### src/rtl/tt_pkg.sv
package tt_pkg;
  typedef enum logic [1:0] {
    MODE_OFF     = 2'b00,
    MODE_RESTART = 2'b01,
    MODE_ONESHOT = 2'b10,
    MODE_CONT    = 2'b11
  } tt_mode_e;
endpackage

### src/rtl/tt_match.sv
module tt_match #(
  parameter int unsigned PER_W = 28
) (
  input  logic [PER_W-1:0] cnt_per_i,
  input  logic [PER_W-1:0] period_i,
  input  logic             run_i,
  input  logic             tick_i,
  output logic             hit_o
);
  // only period bits compared; upper count bits wrap freely
  always_comb hit_o = run_i && tick_i && (cnt_per_i == period_i);
endmodule

### src/rtl/tt_counter.sv
module tt_counter
  import tt_pkg::*;
#(
  parameter int unsigned CNT_W = 32
) (
  input  logic             clk_i,
  input  logic             rst_ni,
  input  logic             tick_i,
  input  logic             hit_i,
  input  tt_mode_e         mode_i,
  input  logic             cnt_we_i,
  input  logic [CNT_W-1:0] cnt_wdata_i,
  input  logic             mode_we_i,
  input  tt_mode_e         mode_wdata_i,
  output logic [CNT_W-1:0] cnt_o,
  output logic             run_o
);
  logic [CNT_W-1:0] cnt_q, cnt_d;
  logic             run_q, run_d;

  always_comb begin
    cnt_d = cnt_q;
    if (cnt_we_i) begin
      cnt_d = cnt_wdata_i;
    end else if (run_q && tick_i) begin
      if (hit_i && mode_i == MODE_RESTART)      cnt_d = '0;
      else if (hit_i && mode_i == MODE_ONESHOT) cnt_d = cnt_q;
      else                                      cnt_d = cnt_q + 1'b1;
    end
  end

  always_comb begin
    run_d = run_q;
    if (mode_we_i)                           run_d = (mode_wdata_i != MODE_OFF);
    else if (hit_i && mode_i == MODE_ONESHOT) run_d = 1'b0;
  end

  always_ff @(posedge clk_i or negedge rst_ni) begin
    if (!rst_ni) begin
      cnt_q <= '0;
      run_q <= 1'b0;
    end else begin
      cnt_q <= cnt_d;
      run_q <= run_d;
    end
  end

  assign cnt_o = cnt_q;
  assign run_o = run_q;


  cnt_hold_chk: assert property (@(posedge clk_i) disable iff (!rst_ni)
    (!cnt_we_i && (!tick_i || !run_q)) |=> $stable(cnt_q));

  cnt_inc_chk: assert property (@(posedge clk_i) disable iff (!rst_ni)
    (!cnt_we_i && tick_i && run_q && !hit_i) |=> (cnt_q == $past(cnt_q) + 1'b1));

  restart_zero_chk: assert property (@(posedge clk_i) disable iff (!rst_ni)
    (!cnt_we_i && hit_i && mode_i == MODE_RESTART) |=> (cnt_q == '0));

  oneshot_stop_chk: assert property (@(posedge clk_i) disable iff (!rst_ni)
    (!mode_we_i && hit_i && mode_i == MODE_ONESHOT) |=> !run_q);

  off_stop_chk: assert property (@(posedge clk_i) disable iff (!rst_ni)
    (mode_we_i && mode_wdata_i == MODE_OFF) |=> !run_q);
endmodule

### src/rtl/tt_mode_reg.sv
module tt_mode_reg
  import tt_pkg::*;
#(
  parameter int unsigned CNT_W = 32
) (
  input  logic             clk_i,
  input  logic             rst_ni,
  input  logic             we_i,
  input  logic [CNT_W-1:0] wdata_i,
  input  logic             hit_i,
  output tt_mode_e         mode_o,
  output logic             ie_o,
  output logic             pend_o,
  output logic [CNT_W-5:0] period_o
);
  localparam int unsigned PER_W   = CNT_W - 4;
  localparam int unsigned IE_BIT  = CNT_W - 3;
  localparam int unsigned IP_BIT  = CNT_W - 4;

  tt_mode_e         mode_q;
  logic             ie_q, pend_q, pend_set;
  logic [PER_W-1:0] per_q;

  always_comb pend_set = hit_i && ie_q;

  always_ff @(posedge clk_i or negedge rst_ni) begin
    if (!rst_ni) begin
      mode_q <= MODE_OFF;
      ie_q   <= 1'b0;
      pend_q <= 1'b0;
      per_q  <= '0;
    end else if (we_i) begin
      mode_q <= tt_mode_e'(wdata_i[CNT_W-1:CNT_W-2]);
      ie_q   <= wdata_i[IE_BIT];
      per_q  <= wdata_i[PER_W-1:0];
      // writing 1 keeps, writing 0 clears; a match wins
      pend_q <= pend_set || (pend_q && wdata_i[IP_BIT]);
    end else begin
      pend_q <= pend_q || pend_set;
    end
  end

  assign mode_o   = mode_q;
  assign ie_o     = ie_q;
  assign pend_o   = pend_q;
  assign period_o = per_q;


  pend_src_chk: assert property (@(posedge clk_i) disable iff (!rst_ni)
    $rose(pend_q) |-> $past(hit_i));

  pend_sticky_chk: assert property (@(posedge clk_i) disable iff (!rst_ni)
    (pend_q && !we_i) |=> pend_q);

  pend_set_wins_chk: assert property (@(posedge clk_i) disable iff (!rst_ni)
    (hit_i && ie_q) |=> pend_q);
endmodule

### src/rtl/tick_timer.sv
module tick_timer
  import tt_pkg::*;
#(
  parameter int unsigned CNT_W = 32
) (
  input  logic             clk_i,
  input  logic             rst_ni,
  input  logic             tick_en_i,
  input  logic             wr_en_i,
  input  logic             wr_sel_i,
  input  logic [CNT_W-1:0] wr_data_i,
  output logic [CNT_W-1:0] count_o,
  output logic [CNT_W-1:0] mode_o,
  output logic             irq_o
);
  localparam int unsigned PER_W = CNT_W - 4;

  logic             cnt_we, mode_we, hit, run, ie, pend;
  logic [CNT_W-1:0] cnt;
  logic [PER_W-1:0] period;
  tt_mode_e         mode;

  assign cnt_we  = wr_en_i && !wr_sel_i;
  assign mode_we = wr_en_i && wr_sel_i;

  tt_match #(.PER_W(PER_W)) u_match (
    .cnt_per_i (cnt[PER_W-1:0]),
    .period_i  (period),
    .run_i     (run),
    .tick_i    (tick_en_i),
    .hit_o     (hit)
  );

  tt_counter #(.CNT_W(CNT_W)) u_cnt (
    .clk_i        (clk_i),
    .rst_ni       (rst_ni),
    .tick_i       (tick_en_i),
    .hit_i        (hit),
    .mode_i       (mode),
    .cnt_we_i     (cnt_we),
    .cnt_wdata_i  (wr_data_i),
    .mode_we_i    (mode_we),
    .mode_wdata_i (tt_mode_e'(wr_data_i[CNT_W-1:CNT_W-2])),
    .cnt_o        (cnt),
    .run_o        (run)
  );

  tt_mode_reg #(.CNT_W(CNT_W)) u_mode (
    .clk_i    (clk_i),
    .rst_ni   (rst_ni),
    .we_i     (mode_we),
    .wdata_i  (wr_data_i),
    .hit_i    (hit),
    .mode_o   (mode),
    .ie_o     (ie),
    .pend_o   (pend),
    .period_o (period)
  );

  assign count_o = cnt;
  assign mode_o  = {mode, ie, pend, period};
  assign irq_o   = pend && ie;


  irq_masked_chk: assert property (@(posedge clk_i) disable iff (!rst_ni)
    !mode_o[CNT_W-3] |-> !irq_o);

  reset_state_chk: assert property (@(posedge clk_i)
    !rst_ni |-> (count_o == '0 && mode_o == '0 && !irq_o));
endmodule

### config.mk
export PLATFORM = sky130hd
export DESIGN_NAME = tick_timer
export DESIGN_NICKNAME = d
export VERILOG_FILES = /design/src/rtl/tt_pkg.sv /design/src/rtl/tt_match.sv /design/src/rtl/tt_counter.sv /design/src/rtl/tt_mode_reg.sv /design/src/rtl/tick_timer.sv
export SDC_FILE = /design/constraint.sdc
export NUM_CORES = 1
export LEC_CHECK = 0
export ABC_AREA = 0
export BUFFER_PORTS_ARGS = -buffer_cell sky130_fd_sc_hd__buf_2
export CAP_MARGIN = 10
export CORE_MARGIN = 4
export CORE_UTILIZATION = 42
export CTS_BUF_LIST = sky130_fd_sc_hd__clkbuf_4
export CTS_CLUSTER_DIAMETER = 30
export DETAILED_ROUTE_END_ITERATION = 12
export PLACE_DENSITY = 0.76
export SYNTH_ARGS = -nofsm -noshare
export SYNTH_HDL_FRONTEND = slang
export SYNTH_SLANG_ARGS = --single-unit
export TNS_END_PERCENT = 50
### constraint.sdc
create_clock -name clk_i -period 4.8 [get_ports clk_i]
set_input_delay 0.96 -clock clk_i [delete_from_list [all_inputs] [get_ports clk_i]]
set_output_delay 0.96 -clock clk_i [all_outputs]
set_load 0.03 [all_outputs]
### Word level (Yosys, flattened, before mapping)

Index checks and enable logic that the tools add are counted.

| word-level totals | value |
|---|---|
| input bits | 37 |
| bits in latches | 0 |
| word-level logic and storage cells | 34 |
| memories kept | 0 |
| RAM bits | 0 |
| flip-flop bits (word level) | 65 |
| bits in read-only memories | 0 |

| cells by class | value |
|---|---|
| equal/unequal tests | 4 |
| bitwise logic cells | 0 |
| add/subtract/negate cells | 1 |
| $mul | 0 |
| magnitude comparators | 0 |
| shifts and indexed selects | 0 |
| reduce and logical (&&, ||, !) cells | 16 |
| muxes and demuxes | 7 |
| div/mod/pow operators | 0 |

Operators by type and width:

| operator | count |
|---|---|
| 32-bit 2-to-1 mux | 4 |
| 32-bit by 1-bit adder with 32-bit output (second input constant) | 1 |
| 28-bit equality test | 1 |
| 1-bit logical AND | 9 |
| 2-bit nonzero test | 3 |
| 1-bit 2-to-1 mux | 3 |
| 3-bit by 2-bit != test with 1-bit output (second input constant) | 1 |
| 2-bit by 1-bit equality test with 1-bit output (second input constant) | 1 |
| 2-bit equality test (second input constant) | 1 |
| 1-bit logical OR | 2 |
| 2-bit AND reduction | 1 |
| 1-bit logical NOT | 1 |

### Logic depth before layout (Yosys ltp)

Gate-level depths: netlist of the first run.

| logic depth | value |
|---|---|
| depth in word-level cells | 7 |
| mapped depth | 8 |
| gate-level depth less buffers | 7 |

### Cells and area by module

From an unflattened synthesis of the first run, not the netlist that was laid out.

| unflattened totals | value |
|---|---|
| cell total of the unflattened synthesis | 357 |
| area, all modules | 3,664.8 um^2 |

Modules (own cells, without submodules):

| module | area each (um^2) | instances | cells an instance |
|---|---|---|---|
| tt_counter | 2,115.8 | 1 | 246 |
| tt_mode_reg | 1,198.6 | 1 | 68 |
| tt_match | 312.8 | 1 | 38 |
| tick_timer | 37.5 | 1 | 5 |

### Least setup slack after synthesis of the first run

OpenSTA, ideal clock, no wires.

| timing path | value |
|---|---|
| path kind | register to register |
| start point | register u_cnt.cnt_q[0], in the netlist u_cnt.cnt_o[0] |
| end point | register u_cnt.cnt_q[20], in the netlist u_cnt.cnt_o[20] |
| arrival | 2,124 ps |
| cell stages (with the launch flop) | 8 |
| setup slack | 2,532 ps |
| required time | 4,656 ps |
| path through | dfrtp_1 ha_1 nand4_1 nor4_1 and2b_1 nand4_1 nand3_1 o311ai_1 |

| on the way | value |
|---|---|
| cells in the longest elaborated chain, start to end | 6 |
| elaborated cells on any way between the ends | 11 |
| those cells by class | add/sub (1); eq/ne (2); mux (4); reduce/logical (4) |

Ends and longest elaborated chain:

| what | RTL line | source |
|---|---|---|
| start: declaration | tt_counter.sv:18 | `logic [CNT_W-1:0] cnt_q, cnt_d;` |
| start signal: assignment | tt_counter.sv:43 | `cnt_q <= cnt_d;` |
| parallel branches: the longest is 6 deep, another holds 32-bit by 1-bit adder with 32-bit output | n/a |  |

Parallel ways; which one is timed is not known. The select of a mux whose other input is x is not followed.
A chain may end at the register's enable or synchronous reset.

### Worst setup path after layout of the first run

| timing path | value |
|---|---|
| start point | register u_cnt.cnt_q[22], in the netlist u_cnt.cnt_o[22] |
| end point | register u_cnt.cnt_q[8], in the netlist u_cnt.cnt_o[8] |

| on the way | value |
|---|---|
| cells in the longest elaborated chain, start to end | 6 |
| elaborated cells on any way between the ends | 9 |
| those cells by class | eq/ne (2); mux (3); reduce/logical (4) |

Ends and longest elaborated chain:

| what | RTL line | source |
|---|---|---|
| 28-bit equality test (*) | tt_match.sv:11 | `always_comb hit_o = run_i && tick_i && (cnt_per_i == period_i);` |
| 1-bit logical AND (*) | tt_match.sv:11 |  |
| 1-bit logical AND | tt_counter.sv:26 | `if (hit_i && mode_i == MODE_RESTART) cnt_d = '0;` |
| 32-bit 2-to-1 mux | tt_counter.sv:26 |  |
| 32-bit 2-to-1 mux | tt_counter.sv:25 | `end else if (run_q && tick_i) begin` |
| 32-bit 2-to-1 mux | tt_counter.sv:23 | `if (cnt_we_i) begin` |

Mark *: on every way between the ends. The rest lies on a longest branch, timed or not. The select of a mux whose other input is x is not followed.

==> results of run 1 <==
kinds of logic after synthesis:
family	after synthesis	share of synthesized area, %
DFF	65	40.8
AOI/OAI and AO/OA	77	14.0
muxes	31	8.75
buffers and inverters	41	5.33
adders and majority gates	1	0.314
xor gates and xnor gates	28	6.15
and+or+nand+nor	189	24.7
tightest hold or removal path, stage by stage, from the launching register on:
cell     delay (ns)
dfrtp_1        0.37
o21ai_0        0.08
nand2_1        0.06
cells in the mapped netlist, drive strengths merged (2+ instances only):
cell type   n  area share [%]
a21oi       6            0.75
a22oi       6             1.1
a31oi       4            0.63
a32oi      12             2.6
and2        8             1.3
and3        4            0.63
and4b       2            0.50
buf        16             2.7
clkbuf     17             1.9
dfrtp      65              41
inv         8            0.75
mux2       31             8.8
nand2      66             6.3
nand2b      4            0.63
nand3      42             5.3
nand3b      2            0.38
nand4      23             4.1
nor2       15             1.6
nor2b       4            0.63
nor3        5            0.63
nor4        5             1.1
o211ai     10             2.0
o21ai      18             2.3
o22ai       2            0.31
o311ai     14             3.1
or2         2            0.31
or3         3            0.47
or4         2            0.47
xnor2      27             5.9
stage by stage:
stage | instance area [µm²] | total power, mW
floorplan | 3990 | 1.29
global placement | 4520 | 1.51
detailed placement | 4520 | 1.52
CTS | 4710 | 2.01
global route | 4710 | 2.11
finish | 4710 | 2.00
path summary, 6_finish.rpt:
path	startpoint	endpoint	slack, ns	depth (start not counted)
max	u_cnt.cnt_o[22]$_DFFE_PN0P_	u_cnt.cnt_o[8]$_DFFE_PN0P_	1.56	6
min	u_mode.pend_o$_DFF_PN0_	u_mode.pend_o$_DFF_PN0_	0.54	2
max reg2reg	u_cnt.cnt_o[22]$_DFFE_PN0P_	u_cnt.cnt_o[8]$_DFFE_PN0P_	1.56	6
min reg2reg	u_mode.pend_o$_DFF_PN0_	u_mode.pend_o$_DFF_PN0_	0.54	2
max in group asynchronous	rst_ni	u_mode.period_o[27]$_DFFE_PN0P_	3.27	2
min in group asynchronous	rst_ni	u_cnt.cnt_o[6]$_DFFE_PN0P_	0.59	1
sequential cells by signal (all words and copies together) (netlist names):
name	flops
u_mode.ie_o	1
u_cnt.cnt_o	32
u_mode.period_o	28
u_mode.mode_o	2
u_mode.pend_o	1
u_cnt.run_o	1
power by group through the flow:
stage	Combinational, mW	Clock, mW	Sequential [mW]
floorplan	0.368	0	0.920
global placement	0.709	0	0.796
detailed placement	0.717	0	0.804
CTS	0.720	0.493	0.794
global route	0.779	0.520	0.814
finish	0.720	0.486	0.796
routing by layer:
layer  track usage [%]  share of wire (%)  vias up  wire, µm
met4              6.94                1.9        0       233
li1                  -                  -     1757         -
met3              4.16                7.4       19       928
met2              37.2                 47      185      5920
met1              31.6                 43     1851      5390
met5                 0                  0        -         0
cell usage in the layout (no fill, tap or decap), types with 4 or more instances in the layout:
master	netlist	routed
clkbuf_4	0	9
buf_4	6	4
o311ai_1	4	4
nor2_1	14	14
buf_2	7	101
o21ai_0	18	18
xnor2_1	27	27
nand4_1	21	21
dfrtp_1	65	65
o211ai_1	9	9
mux2_2	31	31
a22oi_1	6	6
nor3_1	5	5
and2_1	7	7
nand2_1	65	65
o311ai_0	10	10
nand3_1	42	42
a32oi_1	12	12
nand2b_1	4	4
and3_1	4	4
inv_1	8	8
a21oi_1	6	6
final cells by class:
cell class / count / share of cell area, %
Multi-Input combinational cell: 326 / 46.0
Sequential cell: 65 / 34.6
Timing Repair Buffer: 105 / 11.4
Tap cell: 129 / 3.43
Clock inverter: 7 / 2.53
Clock buffer: 9 / 1.44
Inverter: 8 / 0.638
==> results.toml, run 1 <==
[placement]
routabilityCongestion = 0.923
dp_hpwl_um = 8890
dpl_worst_slack_ns = 1.43
dpl.cell_count = 633
io_buffers = 101

[timing]
period_needed_ns = 3.24
finalMaxSlewViolations = 0
hold_violations = 0
tightest_slew_ns = 1.18
post-route-period-util_pct = 67.6
finalSetupViolCount = 0
setup_slack_ns = 1.56
hold_ws_ns = 0.535
tns_ns = 0
max-slew-margin-rel_pct = 20.6
skew_ns = 0.0157
fmax_mhz = 308
rsz0062_at_grt = "no"

[routing]
drtAntennaViolNets = 0
drtPass1Iterations = 5
drt_iter0_drc = 351
drc_errors = 0
wire_per_inst_um = 19.2
viasPerCell = 5.87
wirelength_um = 12500
vias = 3812

[critical_path]
cp-start-kind = "register"
worstPathCellList = "xnor2_1 > nand4_1 > nor4_2 > nand3_1 > nand2_1 > o311ai_0"
setup.worst_path.end_class = "register"
crit_slowest_cell = "nand2_1"
cp.arrival_ns = 3.51
cp_data_required_time_ns = 5.06
crit_family = "simple AND/OR/NAND/NOR gates"
cp_num_buf_inv = 0
path_class = "reg -> reg"
cpPeakStageDelay_ns = 0.69
worstPathMaxFanout = 17

[floorplanning]
coreArea_um2 = 9240
die_w_um = 105
fp.dieArea_um2 = 11100
pin_count = 102
die_y_um = 105
start_util_pct = 43.2
rows = 35

[power_and_ir_drop]
p_leak_nw = 1.98
p_per_area_nw_per_um2 = 425
clockPowerShare_pct = 24.3
pwr-share-seq_pct = 39.8
power_frac_comb_pct = 36.0
p_int_mw = 1.15
power_switching_mw = 0.851
switching_share_pct = 42.5
irDropWorstVdd_mv = 0.205

[synth]
ys_seq_area_share_pct = 40.8
synth_ff_type = "dfrtp_1"
synth_nets = 470
yosysWarningCount = 0
synth.distinct_cells = 52
yosys_register_bits = 65
syn_inst = 432
syn_area_per_cell_um2 = 9.23
synth-edff-count = 0
async_reset_ff_share_pct = 100
synth_area_um2 = 3990

[final_layout]
fin_util_pct = 50.9
finalNonFillerCells = 649
fillers = 924
multi_input_area_um2 = 2170
final-seq-area_um2 = 1630
drive_above_1_share_pct = 31.9
antenna-diode-count = 0
areaGrowthSynthToFinish_pct = 18.0
final_nets = 553

[hold_path]
hold_class = "reg -> reg"

[global_route]
grt-ovfl-total = 0
antenna_found_initial = 0
grt_pass1_vias = 3691
grt_pass1_wl_um = 20400
grt_max_degree = 41
track_usage_pct = 23.1

[clocking]
cts_tree = "built"
cts_root_buffer = "clkbuf_4"
clkTransAtPathRegs_ns = 0.13
cts_setup_buffers = 0
numCtsBuffers = 9
ctsHoldBuffers = 0
clk_latency_ns = 0.43
htree_num_levels = 3
numClockSinks = 65
cts_resized = 0
clock_path_buffers = 2

[status]
outcome = "complete, no violations"

[run]
max_cap_viol_count = 0
No activity file was read; power rests on OpenSTA's default activity.
==> run 2: changes to the inputs <==
--- a/config.mk
+++ b/config.mk
@@ -13,7 +13,7 @@
 export CTS_BUF_LIST = sky130_fd_sc_hd__clkbuf_4
 export CTS_CLUSTER_DIAMETER = 30
 export DETAILED_ROUTE_END_ITERATION = 12
-export PLACE_DENSITY = 0.76
+export PLACE_DENSITY = 0.78
 export SYNTH_ARGS = -nofsm -noshare
 export SYNTH_HDL_FRONTEND = slang
 export SYNTH_SLANG_ARGS = --single-unit
==> constraint.sdc (replaced) <==
create_clock -name clk_i -period 2.75 [get_ports clk_i]
set_input_delay 0.55 -clock clk_i [delete_from_list [all_inputs] [get_ports clk_i]]
set_output_delay 0.55 -clock clk_i [all_outputs]
set_load 0.03 [all_outputs]
==> results.toml, run 2 (same netlist as run 1, synthesis figures left out) <==
[status]
outcome = "complete, no violations"

[power_and_ir_drop]
p_per_area_nw_per_um2 = 693
irDropWorstVdd_mv = 0.410
p_leak_nw = 2.07

[critical_path]
worstPathMaxFanout = 12
cp_data_required_time_ns = 3.04
crit_family = "compound AO/OA/AOI/OAI gates"
cp.arrival_ns = 2.83
cp_num_buf_inv = 1
crit_slowest_cell = "dfrtp_1"
setup.worst_path.end_class = "register"
cpPeakStageDelay_ns = 0.52
path_class = "reg -> reg"
worstPathCellList = "xnor2_1 > nand4_1 > nor4_4 > a31oi_2 > buf_4 > a32oi_1 > o311ai_0"
cp-start-kind = "register"

[floorplanning]
fp.dieArea_um2 = 11100
start_util_pct = 43.2
die_y_um = 105
coreArea_um2 = 9240
rows = 35
pin_count = 102
die_w_um = 105

[routing]
wire_per_inst_um = 18.6
drtPass1Iterations = 6
drt_iter0_drc = 517
drtAntennaViolNets = 0
vias = 3930
viasPerCell = 5.90
wirelength_um = 12400
drc_errors = 0

[final_layout]
largest_reg_flops = 32
final_cell_mix = "101 x buf_2, 65 x nand2_1, 65 x dfrtp_1, 42 x nand3_1, 31 x mux2_2"
final_common_cell = "buf_2"
final-seq-area_um2 = 1630
final_nets = 570
areaGrowthSynthToFinish_pct = 20.3
antenna-diode-count = 0
fillers = 872
multi_input_area_um2 = 2180
drive_above_1_share_pct = 33.5

[global_route]
antenna_found_initial = 0
grt_pass1_wl_um = 20100
grt_pass1_vias = 3876
grt_max_degree = 35
grt-ovfl-total = 0
track_usage_pct = 22.7

[clocking]
clkTransAtPathRegs_ns = 0.11
numClockSinks = 65
ctsHoldBuffers = 0
htree_num_levels = 3
clock_path_buffers = 2
numCtsBuffers = 9
cts_tree = "built"
cts_root_buffer = "clkbuf_4"
clk_latency_ns = 0.43

[timing]
fmax_mhz = 394
tightest_slew_ns = 0.714
skew_ns = 0.0179
tns_ns = 0
setup_slack_ns = 0.214
finalMaxSlewViolations = 0
hold_violations = 0
rsz0062_at_grt = "no"
max-slew-margin-rel_pct = 52.1
finalSetupViolCount = 0
post-route-period-util_pct = 92.2
period_needed_ns = 2.54

[run]
max_cap_viol_count = 0

[placement]
io_buffers = 101
routabilityCongestion = 0.985
dpl_worst_slack_ns = 0.228
dp_hpwl_um = 9260

[hold_path]
hold_class = "in -> async"
run 2: cell types whose count changed in the layout (fill, tap and decap cells not counted), sizes merged:
cell      delta
clkbuf       +2
clkinv       +2
bufinv       -2
buf         +17
clkinvlp     -2
run 2: metal layers:
| layer | share of wire (%) | global-route usage (%) | up-vias | wire [µm] |
|---|---|---|---|---|
| met4 | 2.6 | 9.28 | 0 | 326 |
| met1 | 41 | 30.2 | 1880 | 5080 |
| met3 | 9.3 | 4.72 | 33 | 1150 |
| met5 | 0 | 0 | - | 0 |
| met2 | 47 | 36.0 | 225 | 5830 |
| li1 | - | - | 1792 | - |
run 2: layout make-up:
type                            instances  area share [%]
Clock inverter                          5           0.965
Sequential cell                        65            33.9
Inverter                                8           0.626
Timing Repair Buffer                  122            14.1
Multi-Input combinational cell        326            45.3
Tap cell                              129            3.36
Clock buffer                           11            1.72
run 2: per-stage QoR:
step	cells	hold slack [ns]	util (%)	total power, mW	area [µm²]
5_1_grt	666	0.107	51.9	3.51	4800
3_5_place_dp	650	0.520	50.3	2.68	4650
4_1_cts	666	0.0895	51.7	3.32	4780
2_1_floorplan	432	0.254	-	2.25	3990
6_report	666	0.0842	51.9	3.32	4800
3_3_place_gp	650	0.503	50.3	2.65	4650
run 2: repair_timing:
action	CTS	global route
resized for setup	0	2
setup endpoints to repair	0	4
setup buffers	0	0
run 2: final timing paths:
path | from | endpoint | slack, ns | cells past startpoint
worst max-delay path | u_cnt.cnt_o[10]$_DFFE_PN0P_ | u_cnt.cnt_o[9]$_DFFE_PN0P_ | 0.21 | 7
worst min-delay path | rst_ni | u_mode.period_o[14]$_DFFE_PN0P_ | 0.08 | 1
worst max register to register | u_cnt.cnt_o[10]$_DFFE_PN0P_ | u_cnt.cnt_o[9]$_DFFE_PN0P_ | 0.21 | 7
worst min register to register | u_mode.pend_o$_DFF_PN0_ | u_mode.pend_o$_DFF_PN0_ | 0.54 | 2
max in group asynchronous | rst_ni | u_cnt.cnt_o[16]$_DFFE_PN0P_ | 2.00 | 2
min in group clk_i | wr_data_i[1] | u_cnt.cnt_o[1]$_DFFE_PN0P_ | 0.35 | 3
run 2: power breakdown:
group          switching [mW]  internal [mW]  total, mW  leakage, nW
combinational           0.861          0.472       1.33         1.27
clock                   0.346          0.288      0.634       0.0734
sequential              0.245           1.11       1.36        0.725
total                    1.45           1.87       3.32         2.07
